`src/rtl/dma_done_status.sv`:
```
module dma_done_status #(
  parameter int unsigned W = 8
) (
  input  logic         clk,
  input  logic         rst_n,
  input  logic         cmd_we,
  input  logic [W-1:0] cmd_wdata,
  output logic [W-1:0] stat_rdata,
  input  logic         eop_pulse,
  input  logic         periph_ready,
  input  logic         attn_pulse,
  input  logic         mem_err_pulse,
  output logic         irq
);
  logic [W-1:0] cmd_q;
  logic attn_en_q, attn_q, eop_q, done_q, mem_err_q;

  wire clr_chan = cmd_q[7];
  wire clr_attn = cmd_q[6];
  wire clr_done = cmd_q[3];
  wire src_eop  = cmd_q[2];
  wire src_rdy  = cmd_q[1];
  wire hit      = (src_eop & eop_pulse) | (src_rdy & periph_ready);

  always_ff @(posedge clk or negedge rst_n) begin
    if (!rst_n) begin
      cmd_q     <= '0;
      attn_en_q <= 1'b0;
      attn_q    <= 1'b0;
      eop_q     <= 1'b0;
      done_q    <= 1'b0;
      mem_err_q <= 1'b0;
    end else begin
      if (cmd_we) begin
        cmd_q <= cmd_wdata;
        if (cmd_wdata[5])      attn_en_q <= 1'b0;
        else if (cmd_wdata[4]) attn_en_q <= 1'b1;
      end
      if (clr_attn)        attn_q <= 1'b0;
      else if (attn_pulse) attn_q <= 1'b1;
      if (clr_chan)        eop_q <= 1'b0;
      else if (eop_pulse)  eop_q <= 1'b1;
      if (clr_done)        done_q <= 1'b0;
      else if (hit)        done_q <= 1'b1;
      if (mem_err_pulse)   mem_err_q <= 1'b1;
    end
  end

  assign stat_rdata = {1'b0, attn_q, eop_q, mem_err_q, done_q, src_eop, src_rdy,
                       cmd_q[0] & ~clr_chan};
  assign irq = done_q | (attn_q & attn_en_q);
endmodule

```
`config.mk`:
```
export PLATFORM = sky130hd
export DESIGN_NAME = dma_done_status
export DESIGN_NICKNAME = d
export VERILOG_FILES = /design/src/rtl/dma_done_status.sv
export SDC_FILE = /design/constraint.sdc
export NUM_CORES = 1
export LEC_CHECK = 0
export BUFFER_PORTS_ARGS = -buffer_cell sky130_fd_sc_hd__clkbuf_2
export CAP_MARGIN = 10
export CORE_AREA = 4 4 41 43
export CTS_CLUSTER_DIAMETER = 120
export DETAILED_ROUTE_END_ITERATION = 12
export DIE_AREA = 0 0 45 47
export GPL_TIMING_DRIVEN = 1
export PLACE_DENSITY = 0.76
export SLEW_MARGIN = 10
export SYNTH_ARGS = -nofsm -noshare
export SYNTH_HDL_FRONTEND = slang
export SYNTH_SLANG_ARGS = --single-unit
```
`constraint.sdc`:
```
create_clock -name clk -period 0.8 [get_ports clk]
set_clock_uncertainty 0.05 [all_clocks]
set_input_delay 0.08 -clock clk [delete_from_list [all_inputs] [get_ports clk]]
set_output_delay 0.08 -clock clk [all_outputs]
set_load 0.01 [all_outputs]
```
---- Word level (Yosys, flattened, before mapping) ----
Index checks and enable logic that the tools add are counted.
word-level totals
  register bits ........................... 13
  word-level logic and storage cells ...... 26
  input bits .............................. 15
  output and inout port bits .............. 9
operators by class
  bitwise logic cells ..................... 7
  mux-type cells .......................... 8
  reductions and logical operators ........ 5
operators by type and width
  kind               count
  $mux 1             8
  $reduce_bool 2->1  4
  $and 1x1->1        4
  $or 1x1->1         2
  $reduce_and 2->1   1
  $not 1->1          1

---- Logic depth before layout (Yosys ltp) ----
Gate-level depths: netlist of run 1.
  depth after elaboration ................. 4
  gate-level depth with buffers ........... 3
  depth with buffers taken out ............ 2

---- Worst setup path after synthesis of run 1 ----
No wires, ideal clock.
  kind .................................... flip-flop to flip-flop
  start point ............................. register cmd_q[2]
  end point ............................... register done_q
  setup slack ............................. -0.065 ns
  buffers on the path ..................... 0
  arrival ................................. 0.689 ns
  cell stages (with the launch flop) ...... 3
  period minus slack after synthesis ...... 0.865 ns
  data required time ...................... 0.624 ns
  library setup time ...................... 0.126 ns
  cells stage by stage .................... dfrtp_1 > a221oi_1 > nor2_1
between the ends
  cells in the longest elaborated chain, start to end .. 3
ends and longest elaborated chain
  item                         line  text
  start, declared              15    logic [W-1:0] cmd_q;
  start signal, assigned       35    cmd_q <= cmd_wdata;
  $and 1x1->1                  23    wire hit = (src_eop & eop_pulse) | (src_rdy & periph_ready);
  $or 1x1->1                   23
  $reduce_bool 2->1 (no line)  n/a
  end signal, assigned         31    done_q <= 1'b0;
  end signal, assigned         43    if (clr_done) done_q <= 1'b0;
  end signal, assigned         44    else if (hit) done_q <= 1'b1;
  end, declared                16    logic attn_en_q, attn_q, eop_q, done_q, mem_err_q;
No other way between the ends.
A chain may end at the register's enable or synchronous reset.

---- Final worst setup path of run 1 ----
  start point ............................. register done_q
  end point ............................... output irq
between the ends
  cells in the longest elaborated chain, start to end .. 1
ends and longest elaborated chain
  item           line  text
  $or 1x1->1     51    assign irq = done_q | (attn_q & attn_en_q);
  end, declared  13    output logic irq
No other way between the ends.

==> report_table.html, run 1 <==
<table>
<tr><th>Metric</th><th>Value</th></tr>
<tr><th colspan="2">Routing</th></tr>
<tr><td>Via count of the routed design</td><td>348</td></tr>
<tr><td>Drt via density</td><td>4.41</td></tr>
<tr><td>DR WL/cell</td><td>12.3 µm</td></tr>
<tr><td>Number of DRC markers after the initial detailed-route iteration</td><td>1</td></tr>
<tr><td>Number of iterations in the first detailed-routing pass</td><td>4</td></tr>
<tr><td>Routed WL</td><td>975 µm</td></tr>
<tr><td>DRC violation count after routing</td><td>0</td></tr>
<tr><td>Antenna-violating nets left</td><td>0</td></tr>
<tr><th colspan="2">Cells and area</th></tr>
<tr><td>Layout Utilization</td><td>0.537</td></tr>
<tr><td>Number of antenna cells inserted</td><td>0</td></tr>
<tr><td>Fraction of final layout cells sized beyond drive strength 1</td><td>0.641</td></tr>
<tr><td>Filler cell count</td><td>117</td></tr>
<tr><td>Number of nets in the layout</td><td>80</td></tr>
<tr><td>Storage element area</td><td>275 µm²</td></tr>
<tr><td>Layout overhead on the synthesized area</td><td>42.3%</td></tr>
<tr><td>Multi-input combinational cell area</td><td>175 µm²</td></tr>
<tr><th colspan="2">CTS</th></tr>
<tr><td>Clk sink count</td><td>11</td></tr>
<tr><td>Post-CTS clock slew at the launch and capture registers of the worst setup and hold paths</td><td>0.07 ns</td></tr>
<tr><td>Cts-stage hold buffer count</td><td>3</td></tr>
<tr><td>H-tree Lvls</td><td>1</td></tr>
<tr><td>CTS buffer count</td><td>3</td></tr>
<tr><td>Buffer depth of the longest clock path</td><td>2</td></tr>
<tr><td>Source-to-sink clock delay at the later pin of the worst-skew pair</td><td>0.26 ns</td></tr>
<tr><td>TritonCTS clock tree</td><td>yes</td></tr>
<tr><td>Root buffer selected by CTS</td><td>clkbuf_4</td></tr>
<tr><th colspan="2">Synth</th></tr>
<tr><td>Cell accounting for the most synthesized area</td><td>dfrtp_1</td></tr>
<tr><td>Synthesis warning total</td><td>0</td></tr>
<tr><td>Post-synthesis sequential element count</td><td>11</td></tr>
<tr><td>Yosys top cell area share</td><td>0.561</td></tr>
<tr><td>Largest cells by area after synthesis</td><td>dfrtp_1 56%, mux2_4 18%, buf_4 11%</td></tr>
<tr><td>Syn avg cell area</td><td>13.3 µm²</td></tr>
<tr><td>Ranking of synthesized cells by instance count</td><td>11 x dfrtp_1, 7 x buf_4, 6 x mux2_4</td></tr>
<tr><td>Most common cell in the netlist</td><td>dfrtp_1</td></tr>
<tr><td>Gate count of the mapped netlist</td><td>37</td></tr>
<tr><td>Most used flip-flop cell after synthesis</td><td>dfrtp_1</td></tr>
<tr><td>Unique masters post-synth</td><td>11</td></tr>
<tr><td>Register area share after synthesis</td><td>0.561</td></tr>
<tr><td>Fraction of synthesis flops using an asynchronous set or reset pin</td><td>1.00</td></tr>
<tr><td>Count of flip-flops with a built-in enable after synthesis</td><td>0</td></tr>
<tr><td>Mapped Area</td><td>490 µm²</td></tr>
<tr><td>Post-synthesis net count</td><td>52</td></tr>
<tr><th colspan="2">Power and ir drop</th></tr>
<tr><td>Total power per unit cell area</td><td>1890 mW/mm²</td></tr>
<tr><td>Max rail drop VDD</td><td>0.000943 V</td></tr>
<tr><td>Switching power</td><td>326 µW</td></tr>
<tr><td>Internal power component</td><td>991 µW</td></tr>
<tr><td>LEAKAGE</td><td>0.000365 µW</td></tr>
<tr><td>Proportion of power drawn by combinational gates</td><td>0.232</td></tr>
<tr><td>Clock network power share</td><td>0.271</td></tr>
<tr><td>Flop pwr share</td><td>0.497</td></tr>
<tr><td>Sw Ratio</td><td>0.248</td></tr>
<tr><th colspan="2">Die</th></tr>
<tr><td>Die ar.</td><td>0.00212 mm²</td></tr>
<tr><td>Starting density of the core</td><td>0.377</td></tr>
<tr><td>Height of the die</td><td>47 µm</td></tr>
<tr><td>Die W</td><td>45 µm</td></tr>
<tr><td>Top-Level Pins</td><td>24</td></tr>
<tr><td>Placeable core region</td><td>0.00130 mm²</td></tr>
<tr><td>Placement row count</td><td>13</td></tr>
<tr><th colspan="2">Timing</th></tr>
<tr><td>Max frequency</td><td>923 MHz</td></tr>
<tr><td>Setup-failing EPs final</td><td>16</td></tr>
<tr><td>Tmin final</td><td>1.08 ns</td></tr>
<tr><td>Final hold vios</td><td>3</td></tr>
<tr><td>Fin. max-slew vios</td><td>0</td></tr>
<tr><td>Hold slack final</td><td>-0.0316 ns</td></tr>
<tr><td>Final critical-path setup slack</td><td>-0.284 ns</td></tr>
<tr><td>Final critical-path share of the clock period</td><td>1.35</td></tr>
<tr><td>Setup repair after global routing missed its margin</td><td>yes</td></tr>
<tr><th colspan="2">Global route</th></tr>
<tr><td>First-pass GRT wire length</td><td>1.66 mm</td></tr>
<tr><td>Aggregate global-route resource usage</td><td>0.113</td></tr>
<tr><td>Vias in the first global route</td><td>410</td></tr>
<tr><td>Number of antenna violations at the first check in global routing</td><td>0</td></tr>
<tr><td>Aggregate global routing overflow</td><td>0</td></tr>
<tr><td>Maximum number of pins on one net before global-route repair</td><td>12</td></tr>
<tr><th colspan="2">Run</th></tr>
<tr><td>Number of max-cap violations</td><td>0</td></tr>
<tr><th colspan="2">Hold path</th></tr>
<tr><td>Path type of the worst min-delay path</td><td>input pin to flop</td></tr>
<tr><th colspan="2">Worst setup path</th></tr>
<tr><td>CP required</td><td>0.67 ns</td></tr>
<tr><td>Critical path peak fanout</td><td>3</td></tr>
<tr><td>Crit path cell chain</td><td>a21o_1 -&gt; clkbuf_2</td></tr>
<tr><td>Signal arrival time at the worst endpoint</td><td>0.95 ns</td></tr>
<tr><td>Sort of element at the end of the critical path</td><td>output pin</td></tr>
<tr><td>Path type of the worst setup path</td><td>flop to output pin</td></tr>
<tr><td>Crit-path slowest cell</td><td>dfrtp_1</td></tr>
<tr><td>CP peak stage delay</td><td>0.41 ns</td></tr>
<tr><td>Kind of start point of the critical path</td><td>flop</td></tr>
<tr><th colspan="2">Place</th></tr>
<tr><td>IO Port Bufs</td><td>22</td></tr>
<tr><td>Global placer's final weighted congestion</td><td>0.666</td></tr>
<tr><th colspan="2">Outcome</th></tr>
<tr><td>Outcome</td><td>complete, but fails checks</td></tr>
<tr><td>Violations in the final reports</td><td>negative hold slack, negative setup slack</td></tr>
</table>
critical path: cells and delay by family, from the launching register on:
kind / cells / cell delay (ns)
AOI/OAI and AO/OA: 1 / 0.17
DFF: 1 / 0.41
buffers and inverters: 1 / 0.12
final cells by class:
type                            count  area share
Multi-Input combinational cell     18       0.251
Tap cell                           15      0.0269
Sequential cell                    11       0.394
Timing Repair Buffer               31       0.290
Clock buffer                        4      0.0376
state kept, by name, summed over array words and instances, names as in the netlist:
name / cells
attn_en_q: 1
attn_q: 1
cmd_q: 6
done_q: 1
eop_q: 1
mem_err_q: 1
stage by stage:
| stage | total power, µW | cells | TNS, ns | instance area, µm² | worst slack (ns) |
|---|---|---|---|---|---|
| 6_report | 1320 | 79 | -1.80 | 698 | -0.284 |
| 4_1_cts | 1310 | 77 | -1.82 | 662 | -0.284 |
| 3_3_place_gp | 872 | 66 | -0.145 | 564 | -0.0293 |
| 5_1_grt | 1410 | 79 | -2.37 | 698 | -0.337 |
| 3_5_place_dp | 880 | 66 | -0.251 | 564 | -0.0607 |
| 2_1_floorplan | 820 | 37 | -0.0408 | 499 | -0.0222 |
final timing paths:
| check | startpoint | depth (start not counted) | slack, ns | endpoint |
|---|---|---|---|---|
| worst max-delay path | done_q$_DFFE_PN0P_ | 2 | -0.28 | irq |
| worst min-delay path | mem_err_pulse | 2 | -0.03 | mem_err_q$_DFFE_PN0P_ |
| worst max register to register | done_q$_DFFE_PN0P_ | 4 | -0.24 | done_q$_DFFE_PN0P_ |
| worst min register to register | cmd_q[6]$_DFFE_PN0P_ | 1 | 0.38 | attn_q$_DFFE_PN0P_ |
| max in group asynchronous | rst_n | 2 | 0.31 | cmd_q[2]$_DFFE_PN0P_ |
| min in group asynchronous | rst_n | 2 | 0.17 | cmd_q[0]$_DFFE_PN0P_ |
power by group through the flow:
stage / clock [µW] / combinational, µW / sequential (µW)
after global routing: 422 / 333 / 659
final: 357 / 306 / 654
after CTS: 379 / 278 / 652
after detailed placement: 0 / 216 / 664
after global placement: 0 / 211 / 660
after floorplan: 0 / 168 / 651
placed cells by master, fill, tap and decap left out:
master	instances
or2_4	1
a21o_1	1
nor2b_1	1
clkbuf_1	1
mux2_4	6
nor2_4	2
nor2_1	3
dlygate4sd3_1	3
buf_4	3
clkbuf_4	3
a221oi_2	1
dfrtp_1	11
a21oi_1	2
buf_6	4
conb_1	1
clkbuf_2	20
buf_2	1
metal layers:
layer	vias up	GRT usage	wire (µm)
met1	163	0.122	408
met2	14	0.203	496
met3	0	0.0345	70
li1	171	-	-
met5	-	0	0
met4	0	0.0526	0
repair_timing:
item / 4_1_cts / 5_1_grt
setup buffers: 4 / 4
endpoints found under the setup margin: 15 / 16
endpoints found under the hold margin: 19 / 6
gates resized for setup: 3 / 9
pin swaps: 2 / 2
logic make-up (layout without fill, tap and decap cells):
family          count (synthesis)  count (layout)  synth area share
other cells                     1               1           0.00765
simple gates                    7               7            0.0638
compound gates                  4               4            0.0536
mux                             6               6             0.184
buf+inv                         8              35             0.130
flops                          11              11             0.561
(Power assumes the default switching activity.)
==> run 2, diff against run 1 <==
--- a/config.mk
+++ b/config.mk
@@ -5,14 +5,15 @@
 export SDC_FILE = /design/constraint.sdc
 export NUM_CORES = 1
 export LEC_CHECK = 0
+export ABC_AREA = 1
 export BUFFER_PORTS_ARGS = -buffer_cell sky130_fd_sc_hd__clkbuf_2
 export CAP_MARGIN = 10
-export CORE_AREA = 4 4 41 43
+export CORE_MARGIN = 4
+export CORE_UTILIZATION = 38
 export CTS_CLUSTER_DIAMETER = 120
 export DETAILED_ROUTE_END_ITERATION = 12
-export DIE_AREA = 0 0 45 47
 export GPL_TIMING_DRIVEN = 1
-export PLACE_DENSITY = 0.76
+export PLACE_DENSITY = 0.78
 export SLEW_MARGIN = 10
 export SYNTH_ARGS = -nofsm -noshare
 export SYNTH_HDL_FRONTEND = slang
==> run 2 against run 1 <==
  * The run still ends with negative hold slack, negative setup slack left
  * Die area shrank 8.0%
  * Maximum frequency is 7.5% higher
  * Cell area is 7.5% higher
  * Sequential power decreased by 2%
==> report_table.html, run 2 <==
<table>
<tr><th>Metric</th><th>Value</th></tr>
<tr><th colspan="2">Timing</th></tr>
<tr><td>Max frequency</td><td>992 MHz (+7.5%)</td></tr>
<tr><td>Fin. max-slew vios</td><td>0 (unchanged)</td></tr>
<tr><td>Final critical-path share of the clock period</td><td>1.26 (-0.0947)</td></tr>
<tr><td>Hold slack final</td><td>-0.0364 ns (-0.00476 ns)</td></tr>
<tr><td>Final hold vios</td><td>1 (-2)</td></tr>
<tr><td>Final critical-path setup slack</td><td>-0.208 ns (+0.0757 ns)</td></tr>
<tr><td>Setup-failing EPs final</td><td>9 (-7)</td></tr>
<tr><td>Setup repair after global routing missed its margin</td><td>yes</td></tr>
<tr><td>Tmin final</td><td>1.01 ns (-0.0757 ns)</td></tr>
<tr><th colspan="2">Die</th></tr>
<tr><td>Placement row count</td><td>12 (-1)</td></tr>
<tr><td>Placeable core region</td><td>0.00117 mm² (-10%)</td></tr>
<tr><td>Die ar.</td><td>0.00195 mm² (-8.0%)</td></tr>
<tr><td>Top-Level Pins</td><td>24 (unchanged)</td></tr>
<tr><td>Starting density of the core</td><td>0.423 (+0.0462)</td></tr>
<tr><td>Height of the die</td><td>44.1 µm (-6.1%)</td></tr>
<tr><td>Die W</td><td>44.1 µm (-2.0%)</td></tr>
<tr><th colspan="2">Cells and area</th></tr>
<tr><td>Layout overhead on the synthesized area</td><td>51.5%</td></tr>
<tr><td>Number of antenna cells inserted</td><td>0 (unchanged)</td></tr>
<tr><td>Leading cell type in the layout, fill and taps excluded</td><td>clkbuf_2</td></tr>
<tr><td>Fraction of final layout cells sized beyond drive strength 1</td><td>0.444 (-0.196)</td></tr>
<tr><td>Number of flip-flops under the largest register name</td><td>6 (unchanged)</td></tr>
<tr><td>Number of nets in the layout</td><td>106 (+33%)</td></tr>
<tr><td>Commonest cells after routing, fill and taps aside</td><td>20 x clkbuf_2, 17 x nand2_1, 11 x dfrtp_1</td></tr>
<tr><td>Area of all placed cells without fillers</td><td>751 µm² (+7.5%)</td></tr>
<tr><td>Non-filler cells in the finished layout</td><td>104 (+32%)</td></tr>
<tr><td>Register containing the most flip-flops in the final layout</td><td>cmd_q</td></tr>
<tr><th colspan="2">Synth</th></tr>
<tr><td>Register area share after synthesis</td><td>0.556 (-0.00567)</td></tr>
<tr><td>Ranking of synthesized cells by instance count</td><td>23 x nand2_1, 11 x dfrtp_1, 7 x buf_4</td></tr>
<tr><td>Syn avg cell area</td><td>8.40 µm² (-37%)</td></tr>
<tr><td>Most used flip-flop cell after synthesis</td><td>dfrtp_1</td></tr>
<tr><td>Unique masters post-synth</td><td>11 (unchanged)</td></tr>
<tr><td>Count of flip-flops with a built-in enable after synthesis</td><td>0 (unchanged)</td></tr>
<tr><td>Mapped Area</td><td>495 µm² (+1.0%)</td></tr>
<tr><td>Post-synthesis net count</td><td>74 (+42%)</td></tr>
<tr><td>Yosys top cell area share</td><td>0.556 (-0.00567)</td></tr>
<tr><td>Post-synthesis sequential element count</td><td>11 (unchanged)</td></tr>
<tr><td>Gate count of the mapped netlist</td><td>59 (+59%)</td></tr>
<tr><td>Most common cell in the netlist</td><td>nand2_1</td></tr>
<tr><td>Fraction of synthesis flops using an asynchronous set or reset pin</td><td>1.00 (unchanged)</td></tr>
<tr><td>Largest cells by area after synthesis</td><td>dfrtp_1 56%, nand2_1 17%, buf_4 11%</td></tr>
<tr><td>Cell accounting for the most synthesized area</td><td>dfrtp_1</td></tr>
<tr><td>Synthesis warning total</td><td>0 (unchanged)</td></tr>
<tr><th colspan="2">Hold path</th></tr>
<tr><td>Number of cells on the worst hold path</td><td>2 (unchanged)</td></tr>
<tr><td>Path type of the worst min-delay path</td><td>input pin to flop</td></tr>
<tr><td>Start point of the worst min-delay path</td><td>mem_err_pulse</td></tr>
<tr><td>End point of the most critical hold path</td><td>mem_err_q$_DFFE_PN0P_</td></tr>
<tr><th colspan="2">Outcome</th></tr>
<tr><td>Violations in the final reports</td><td>negative hold slack, negative setup slack</td></tr>
<tr><td>Outcome</td><td>complete, but fails checks</td></tr>
<tr><th colspan="2">Worst setup path</th></tr>
<tr><td>Path type of the worst setup path</td><td>flop to output pin</td></tr>
<tr><td>Signal arrival time at the worst endpoint</td><td>0.88 ns (-0.07 ns)</td></tr>
<tr><td>FF-to-FF path depth</td><td>6 (+2)</td></tr>
<tr><td>CP peak stage delay</td><td>0.39 ns (-0.02 ns)</td></tr>
<tr><td>CP required</td><td>0.67 ns (about the same)</td></tr>
<tr><td>Sort of element at the end of the critical path</td><td>output pin</td></tr>
<tr><td>CP dominant cell by count</td><td>nand2_1</td></tr>
<tr><td>Critical R2R Launch</td><td>done_q$_DFFE_PN0P_</td></tr>
<tr><td>Crit path cell chain</td><td>nand2_1 -&gt; nand2_1 -&gt; clkbuf_2</td></tr>
<tr><td>Worst flop-to-flop path endpoint</td><td>done_q$_DFFE_PN0P_</td></tr>
<tr><td>Crit-path slowest cell</td><td>dfrtp_1</td></tr>
<tr><td>Kind of start point of the critical path</td><td>flop</td></tr>
<tr><td>R2r setup slk</td><td>-0.15 ns (+0.09 ns)</td></tr>
<tr><td>Critical path peak fanout</td><td>2 (-1)</td></tr>
<tr><th colspan="2">Routing</th></tr>
<tr><td>Number of DRC markers after the initial detailed-route iteration</td><td>13 (+12)</td></tr>
<tr><td>Drt via density</td><td>4.36 (-1.1%)</td></tr>
<tr><td>Antenna-violating nets left</td><td>0 (unchanged)</td></tr>
<tr><td>DR WL/cell</td><td>11.1 µm (-9.8%)</td></tr>
<tr><td>Number of iterations in the first detailed-routing pass</td><td>4 (unchanged)</td></tr>
<tr><td>Via count of the routed design</td><td>453 (+30%)</td></tr>
<tr><td>DRC violation count after routing</td><td>0 (unchanged)</td></tr>
<tr><td>Routed WL</td><td>1.16 mm (+19%)</td></tr>
<tr><th colspan="2">CTS</th></tr>
<tr><td>Cts-stage hold buffer count</td><td>8 (+5)</td></tr>
<tr><td>CTS buffer count</td><td>3 (unchanged)</td></tr>
<tr><td>Clk sink count</td><td>11 (unchanged)</td></tr>
<tr><td>Buffer depth of the longest clock path</td><td>2 (unchanged)</td></tr>
<tr><td>Post-CTS clock slew at the launch and capture registers of the worst setup and hold paths</td><td>0.07 ns (about the same)</td></tr>
<tr><td>Root buffer selected by CTS</td><td>clkbuf_4</td></tr>
<tr><td>Source-to-sink clock delay at the later pin of the worst-skew pair</td><td>0.26 ns (about the same)</td></tr>
<tr><td>H-tree Lvls</td><td>1 (unchanged)</td></tr>
<tr><td>TritonCTS clock tree</td><td>yes</td></tr>
<tr><th colspan="2">Place</th></tr>
<tr><td>Total half-perimeter wirelength after legalization and detailed placement</td><td>689 µm</td></tr>
<tr><td>Post-place setup slack</td><td>0.0293 ns (+0.0900 ns)</td></tr>
<tr><td>Placed cells</td><td>87 (+32%)</td></tr>
<tr><td>IO Port Bufs</td><td>22 (unchanged)</td></tr>
<tr><td>Cell area after placement</td><td>562 µm² (-0.44%)</td></tr>
<tr><td>Global placer's final weighted congestion</td><td>0.660 (-0.78%)</td></tr>
<tr><th colspan="2">Global route</th></tr>
<tr><td>Aggregate global-route resource usage</td><td>0.121 (+0.00752)</td></tr>
<tr><td>Vias in the first global route</td><td>413 (+0.73%)</td></tr>
<tr><td>Number of antenna violations at the first check in global routing</td><td>0 (unchanged)</td></tr>
<tr><td>Aggregate global routing overflow</td><td>0 (unchanged)</td></tr>
<tr><td>Maximum number of pins on one net before global-route repair</td><td>12 (unchanged)</td></tr>
<tr><td>First-pass GRT wire length</td><td>1.66 mm (+0.36%)</td></tr>
<tr><th colspan="2">Power and ir drop</th></tr>
<tr><td>Sw Ratio</td><td>0.269 (+0.0219)</td></tr>
<tr><td>Flop pwr share</td><td>0.483 (-0.014)</td></tr>
<tr><td>Internal power component</td><td>967 µW (-2.4%)</td></tr>
<tr><td>Switching power</td><td>357 µW (+9.4%)</td></tr>
<tr><td>Clock network power share</td><td>0.273 (+0.002)</td></tr>
<tr><td>Proportion of power drawn by combinational gates</td><td>0.243 (+0.011)</td></tr>
<tr><td>Max rail drop VDD</td><td>0.000933 V (-1.1%)</td></tr>
<tr><td>LEAKAGE</td><td>0.000432 µW (+18%)</td></tr>
<tr><td>Total power per unit cell area</td><td>1760 mW/mm² (-6.5%)</td></tr>
<tr><th colspan="2">Run</th></tr>
<tr><td>Number of max-cap violations</td><td>0 (unchanged)</td></tr>
</table>
run 2: cell types whose count changed after synthesis, moves of 2 or more:
cell	delta
a21oi_1	-2
nand2_1	+23
inv_1	+6
o21ai_1	+2
mux2_4	-6
run 2: worst max path at each step:
stage | to | slack [ns] | from | cells past startpoint
2_1_floorplan | mem_err_q$_DFFE_PN0P_ | 0.04 | mem_err_q$_DFFE_PN0P_ | 1
3_3_place_gp | mem_err_q$_DFFE_PN0P_ | 0.04 | mem_err_q$_DFFE_PN0P_ | 1
3_5_place_dp | done_q$_DFFE_PN0P_ | 0.03 | cmd_q[2]$_DFFE_PN0P_ | 4
4_1_cts | irq | -0.23 | done_q$_DFFE_PN0P_ | 3
5_1_grt | irq | -0.28 | done_q$_DFFE_PN0P_ | 3
6_report | irq | -0.21 | attn_en_q$_DFFE_PN0P_ | 3
run 2: what timing repair did:
item / in CTS / in global routing
buffers inserted: 5 / 0
resized for setup: 2 / 14
setup endpoints to repair: 8 / 12
pin swaps: 3 / 3
endpoints found under the hold margin: 19 / 1
run 2: logic make-up after synthesis:
family          after synthesis  synth area share
simple gates                 30             0.235
buf+inv                      15             0.182
flops                        11             0.556
compound gates                2            0.0202
other cells                   1           0.00757
run 2: layout make-up:
class	count	area (µm²)
Clock buffer	4	26.3
Multi-Input combinational cell	33	163
Sequential cell	11	275
Tap cell	14	17.5
Fill cell	87	420
Inverter	7	26.3
Timing Repair Buffer	35	243
run 2: worst max-delay path: cells and delay by family (launching register included):
kind / cells / cell delay [ns]
AND/OR/NAND/NOR: 2 / 0.12
buffers and inverters: 1 / 0.12
flip-flops: 1 / 0.39
run 2: through the flow:
step | power [µW] | util | hold WS (ns) | setup TNS [ns]
floorplan | 790 | - | -0.266 | 0
global placement | 838 | 0.480 | -0.0891 | 0
detailed placement | 847 | 0.480 | -0.0819 | 0
CTS | 1300 | 0.610 | -0.0441 | -1.25
global route | 1400 | 0.641 | -0.0430 | -1.72
finish | 1320 | 0.641 | -0.0364 | -1.23
run 2: power groups by stage:
stage | Combinational [µW] | Sequential [µW] | Clock (µW)
floorplan | 150 | 641 | 0
global placement | 194 | 644 | 0
detailed placement | 200 | 647 | 0
CTS | 286 | 635 | 378
global route | 359 | 647 | 399
finish | 322 | 640 | 362
run 2: metal layers:
layer,global-route usage,vias to the layer above,routed length [µm]
met5,0,-,0
met4,0.108,0,23
met3,0.0244,2,75
met2,0.198,18,630
met1,0.130,205,428
li1,-,228,-
